`src/rtl/wsm_pkg.sv`:
```
package wsm_pkg;
    typedef enum logic [1:0] {
        TG_IDLE = 2'd0,
        TG_ZERO = 2'd1,
        TG_ONE  = 2'd2
    } tog_state_t;

    localparam int POLL_POS   = 7;
    localparam int TOGGLE_POS = 6;
    localparam int TIMER_POS  = 5;
endpackage

```
`src/rtl/wsm_toggle_fsm.sv`:
```
module wsm_toggle_fsm
    import wsm_pkg::*;
(
    input  logic clk,
    input  logic rst_n,
    input  logic busy,
    input  logic rd_stb,
    output logic tog_val
);
    tog_state_t state_q, state_d;

    // State register
    always_ff @(posedge clk or negedge rst_n) begin
        if (!rst_n) state_q <= TG_IDLE;
        else        state_q <= state_d;
    end

    // Next-state logic
    always_comb begin
        state_d = state_q;
        unique case (state_q)
            TG_IDLE: begin
                if (busy && rd_stb) state_d = TG_ONE;
                else if (busy)      state_d = TG_ZERO;
            end
            TG_ZERO: begin
                if (!busy)       state_d = TG_IDLE;
                else if (rd_stb) state_d = TG_ONE;
            end
            TG_ONE: begin
                if (!busy)       state_d = TG_IDLE;
                else if (rd_stb) state_d = TG_ZERO;
            end
            default: state_d = TG_IDLE;
        endcase
    end

    // Output logic: value the current read would return on the toggle field
    always_comb begin
        unique case (state_q)
            TG_ONE:  tog_val = busy;
            default: tog_val = 1'b0;
        endcase
    end
endmodule

```
`src/rtl/wsm_status_compose.sv`:
```
module wsm_status_compose
    import wsm_pkg::*;
#(
    parameter int DW = 8
) (
    input  logic          busy,
    input  logic          last_msb,
    input  logic          tmr_expired,
    input  logic          tog_val,
    input  logic [DW-1:0] arr_data,
    output logic [DW-1:0] sel_data
);
    logic [DW-1:0] status_byte;

    for (genvar i = 0; i < DW; i++) begin : g_bit
        if (i == POLL_POS) begin : g_poll
            assign status_byte[i] = ~last_msb;
        end else if (i == TOGGLE_POS) begin : g_tog
            assign status_byte[i] = tog_val;
        end else if (i == TIMER_POS) begin : g_tmr
            assign status_byte[i] = tmr_expired;
        end else begin : g_zero
            assign status_byte[i] = 1'b0;
        end
    end

    assign sel_data = busy ? status_byte : arr_data;
endmodule

```
`src/rtl/wsm_status_mux.sv`:
```
module wsm_status_mux
    import wsm_pkg::*;
#(
    parameter int DW = 8
) (
    input  logic          clk,
    input  logic          rst_n,
    input  logic          rd_stb,
    input  logic          busy,
    input  logic [DW-1:0] last_data,
    input  logic          tmr_expired,
    input  logic [DW-1:0] arr_data,
    output logic [DW-1:0] rd_data
);
    logic          tog_val;
    logic [DW-1:0] sel_data;

    wsm_toggle_fsm u_fsm (
        .clk     (clk),
        .rst_n   (rst_n),
        .busy    (busy),
        .rd_stb  (rd_stb),
        .tog_val (tog_val)
    );

    wsm_status_compose #(.DW(DW)) u_comp (
        .busy        (busy),
        .last_msb    (last_data[POLL_POS]),
        .tmr_expired (tmr_expired),
        .tog_val     (tog_val),
        .arr_data    (arr_data),
        .sel_data    (sel_data)
    );

    always_ff @(posedge clk or negedge rst_n) begin
        if (!rst_n)      rd_data <= '0;
        else if (rd_stb) rd_data <= sel_data;
    end
endmodule

```
`config.mk`:
```
export PLATFORM = sky130hd
export DESIGN_NAME = wsm_status_mux
export DESIGN_NICKNAME = d
export VERILOG_FILES = /design/src/rtl/wsm_pkg.sv /design/src/rtl/wsm_toggle_fsm.sv /design/src/rtl/wsm_status_compose.sv /design/src/rtl/wsm_status_mux.sv
export SDC_FILE = /design/constraint.sdc
export NUM_CORES = 1
export LEC_CHECK = 0
export BUFFER_PORTS_ARGS = -buffer_cell sky130_fd_sc_hd__buf_2
export CAP_MARGIN = 20
export CORE_MARGIN = 2
export CORE_UTILIZATION = 27
export DETAILED_ROUTE_END_ITERATION = 8
export GPL_ROUTABILITY_DRIVEN = 0
export PLACE_DENSITY_LB_ADDON = 0.05
export SETUP_SLACK_MARGIN = 0.05
export SYNTH_ARGS = -nofsm -noshare
export SYNTH_HDL_FRONTEND = slang
export SYNTH_SLANG_ARGS = --single-unit
```
`constraint.sdc`:
```
create_clock -name clk -period 3.4 [get_ports clk]
set_clock_uncertainty 0.2 [all_clocks]
set_input_delay 0.68 -clock clk [delete_from_list [all_inputs] [get_ports clk]]
set_output_delay 0.68 -clock clk [all_outputs]
set_load 0.05 [all_outputs]
```
Yosys cells after proc, flatten, opt, wreduce, memory -nomap -nowiden:

Cells that the tools add are included.

* register bits after elaboration: 10
* word-level logic and storage cells: 20

* bitwise operators: 1
* eq/ne operators: 5
* mux-type cells: 9
* reductions and logical operators: 3

Operator list (count)
* 2-to-1 mux 2 bit: 6
* 2-to-1 mux 8 bit: 1
* inequality test 3 bit, second input constant: 2
* one-hot mux 2 bit (3 select lines): 1
* inequality test 3 x 2 -> 1 bit, second input constant: 1
* AND reduction 3 bit: 1
* == test 2 x 1 -> 1 bit, second input constant: 1
* == test 2 bit, second input constant: 1
* zero test 2 bit: 1
* logical AND 1 bit: 1
* 2-to-1 mux 1 bit: 1
* NOT 1 bit: 1

Depth between registers and ports, before layout:

* depth in word-level cells: 3
* depth in mapped cells: 3

By module:

Synthesis repeated with hierarchy kept, for this count alone.

* cell total of the unflattened synthesis: 36
* area total of the unflattened synthesis: 536.8 µm²

Modules (own cells, without submodules)
* wsm_status_mux: cells an instance 17, area an instance 331.6 µm², instances 1
* wsm_toggle_fsm: cells an instance 9, area an instance 106.4 µm², instances 1
* wsm_status_compose: cells an instance 10, area an instance 98.8 µm², instances 1

Worst setup path before layout:

OpenSTA, ideal clock, no wires.

* path kind: reg2out
* start: reg rd_data[0]
* end: out rd_data[0]
* cell stages (with the launch flop): 1
* data arrival time: 0.601 ns
* data required time: 2.520 ns
* setup slack: 1.919 ns
* cell sequence: dfrtp_1

RTL lines
* start, declared: RTL line wsm_status_mux.sv:13 `output logic [DW-1:0] rd_data`
* start signal, assigned: RTL line wsm_status_mux.sv:37 `else if (rd_stb) rd_data <= sel_data;`

No word-level cell between the ends.

Worst setup path in the final report:

* start: reg rd_data[2]
* end: out rd_data[2]

No word-level cell between the ends.

==> results_dict.tcl <==
set metrics [dict create \
    outcome "finished, final reports clean" \
    dieArea_sq_mm 0.00204 \
    crit_type "flop to output port" \
    num_antenna_cells 0 \
    clockBufferDepth 2 \
    syn_to_final_growth_pct 30.4 \
    p_total_mw 0.310 \
    grt.total_usage_pct 10.4 \
    max-slew-margin-rel_pct 82.8 \
    cts_root_buf "clkbuf_4" \
    hold_buffers 0 \
    synth_async_sr_flop_share_pct 100 \
    p_per_area_mw_per_mm2 520 \
    ys_warn_count 0 \
    drt_first_pass_iters 3 \
    p_leak_nw 0.312 \
    tightest_slew_ns 0.260 \
    final-setup-viol-count 0 \
    max_freq_mhz 569 \
    slowest_stage "dfrtp_1" \
    io_buffers 21 \
    antenna_found_initial 0 \
    grt_pass1_vias 351 \
    ys.flop_type "dfrtp_1" \
    coreArea_sq_mm 0.00154 \
    drt_iter0_drc 4 \
    fin_crit_ns 1.76 \
    grt-ovfl-total 0 \
    cp_max_fo 2 \
    avgSynthCellArea_sq_um 12.7 \
    rows 14 \
    drt-total-wl_um 938 \
    cts.clk_slew.worst_paths_ns 0.07 \
    synth_top_cells_by_area "dfrtp_1 55%, a22o_1 9.6%, nor2b_4 6.0%" \
    postCtsSetupBuffers 0 \
    hpwl_um 760 \
    cts_sinks 10 \
    critPathMaxStageDelay_ns 0.36 \
    path_depth 1 \
    min_path_type "input pin to async pin" \
    initial_core_util_pct 29.6 \
    fin_crit_sh_pct 51.7 \
    cts_buffers 3 \
    nets 81 \
    drc 0 \
    path_buf_inv 1 \
    clk_latency_ns 0.26 \
    synth_cells 36 \
    drive_gt1_share_pct 50.8 \
    ys_ff_latch 10 \
    wire_per_inst_um 12.5 \
    maxCapViolCount 0 \
    synth.yosys.seq_area_share_pct 54.8 \
    rsz0062_at_grt "false" \
    die_w_um 45.1 \
    grt_max_degree 13 \
    finalInstanceArea_sq_um 596 \
    syn_area_sq_um 457 \
    cp_cell_sequence "buf_2" \
    synth_cell_types 14 \
    synth_edf_count 0 \
    required_ns 2.52 \
    fillerInstances 165 \
    synth_commonest_cells "10 x dfrtp_1, 5 x a22o_1, 4 x nor2_1, 3 x nand2b_1" \
    ant_nets 0 \
    vias 364 \
    die_y_um 45.1 \
    grt_first_pass_wirelength_um 1480 \
    worst_setup_path_end_kind "output port" \
    placed_area_sq_um 559 \
    ir_worst_vdd_uv 230 \
    synthesis.nets 57 \
    cts_resized 0 \
    synth_top_cell_area_share_pct 54.8 \
    arrival_ns 0.88 \
    vias_per_cell 4.85 \
    synth_most_common_cell "dfrtp_1" \
    cp_top_family "flip-flops" \
    netlist.top_cell.by_area "dfrtp_1" \
    hold_viol_final 0 \
    io_pins 29 \
    setup_tns_ns 0 \
    cts_tree "done" \
    startpoint_type "flop" \
    cts_max_level 1 \
    reg2reg_depth 2 \
    slew_viol_final 0 \
]
## kinds of logic after synthesis
family	synth area share [%]
flops	54.8
simple gates	20.0
mux	2.19
buf+inv	6.30
compound gates	16.7
## power by group
group	switching, mW	internal (mW)
Sequential	0.00611	0.129
Combinational	0.0480	0.0226
Clock	0.0390	0.0649
Total	0.0932	0.216
## flip-flops by register name, indices dropped and copies added (netlist names)
name	flops
rd_data	8
u_fsm.state_q	2
## layout by cell type, fill, tap and decap left out
master     n
o21a_1     2
clkbuf_4   3
nor2b_4    2
nand2b_1   3
a22o_1     5
buf_2     21
nand3b_1   1
nor2_1     4
a21oi_1    1
dfrtp_1   10
mux2i_1    1
a31oi_1    2
and3b_2    1
inv_4      1
clkbuf_8   1
nor3b_2    1
## final timing paths
check                                             start  slack, ns                            to
hold reg to reg                  rd_data[4]$_DFFE_PN0P_       0.30        rd_data[4]$_DFFE_PN0P_
max in group asynchronous                         rst_n       2.74        rd_data[7]$_DFFE_PN0P_
setup reg to reg           u_fsm.state_q[1]$_DFFE_PN0P_       2.26  u_fsm.state_q[0]$_DFFE_PN0P_
hold / removal                                    rst_n       0.07  u_fsm.state_q[1]$_DFFE_PN0P_
setup / recovery                 rd_data[2]$_DFFE_PN0P_       1.64                    rd_data[2]
min in group clk                 rd_data[4]$_DFFE_PN0P_       0.30        rd_data[4]$_DFFE_PN0P_
## final cells by class
cell class / instances / area [sq um] / area share, %
flip-flops and latches: 10 / 250 / 42.0
multi-input cells: 23 / 178 / 29.8
repair buffers: 21 / 105 / 17.6
clock buffers: 4 / 36.3 / 6.09
well taps: 16 / 20.0 / 3.36
inverters: 1 / 6.26 / 1.05
## per-layer routing
layer  routed length [um]  track usage [%]
met5                    0                0
met3                   65             4.80
met1                  383             12.3
met4                    0             3.53
met2                  489             16.6
## per-stage QoR
step                      setup WS (ns)  instances  hold slack (ns)  util [%]
after floorplan                    1.92         36            0.184         -
after global placement             1.82         71            0.289      36.3
after detailed placement           1.80         71            0.294      36.3
after CTS                          1.63         75           0.0750      38.6
after global routing               1.59         75           0.0677      38.6
final                              1.64         75           0.0684      38.6
Note: power is estimated with default switching activity, not from simulation.
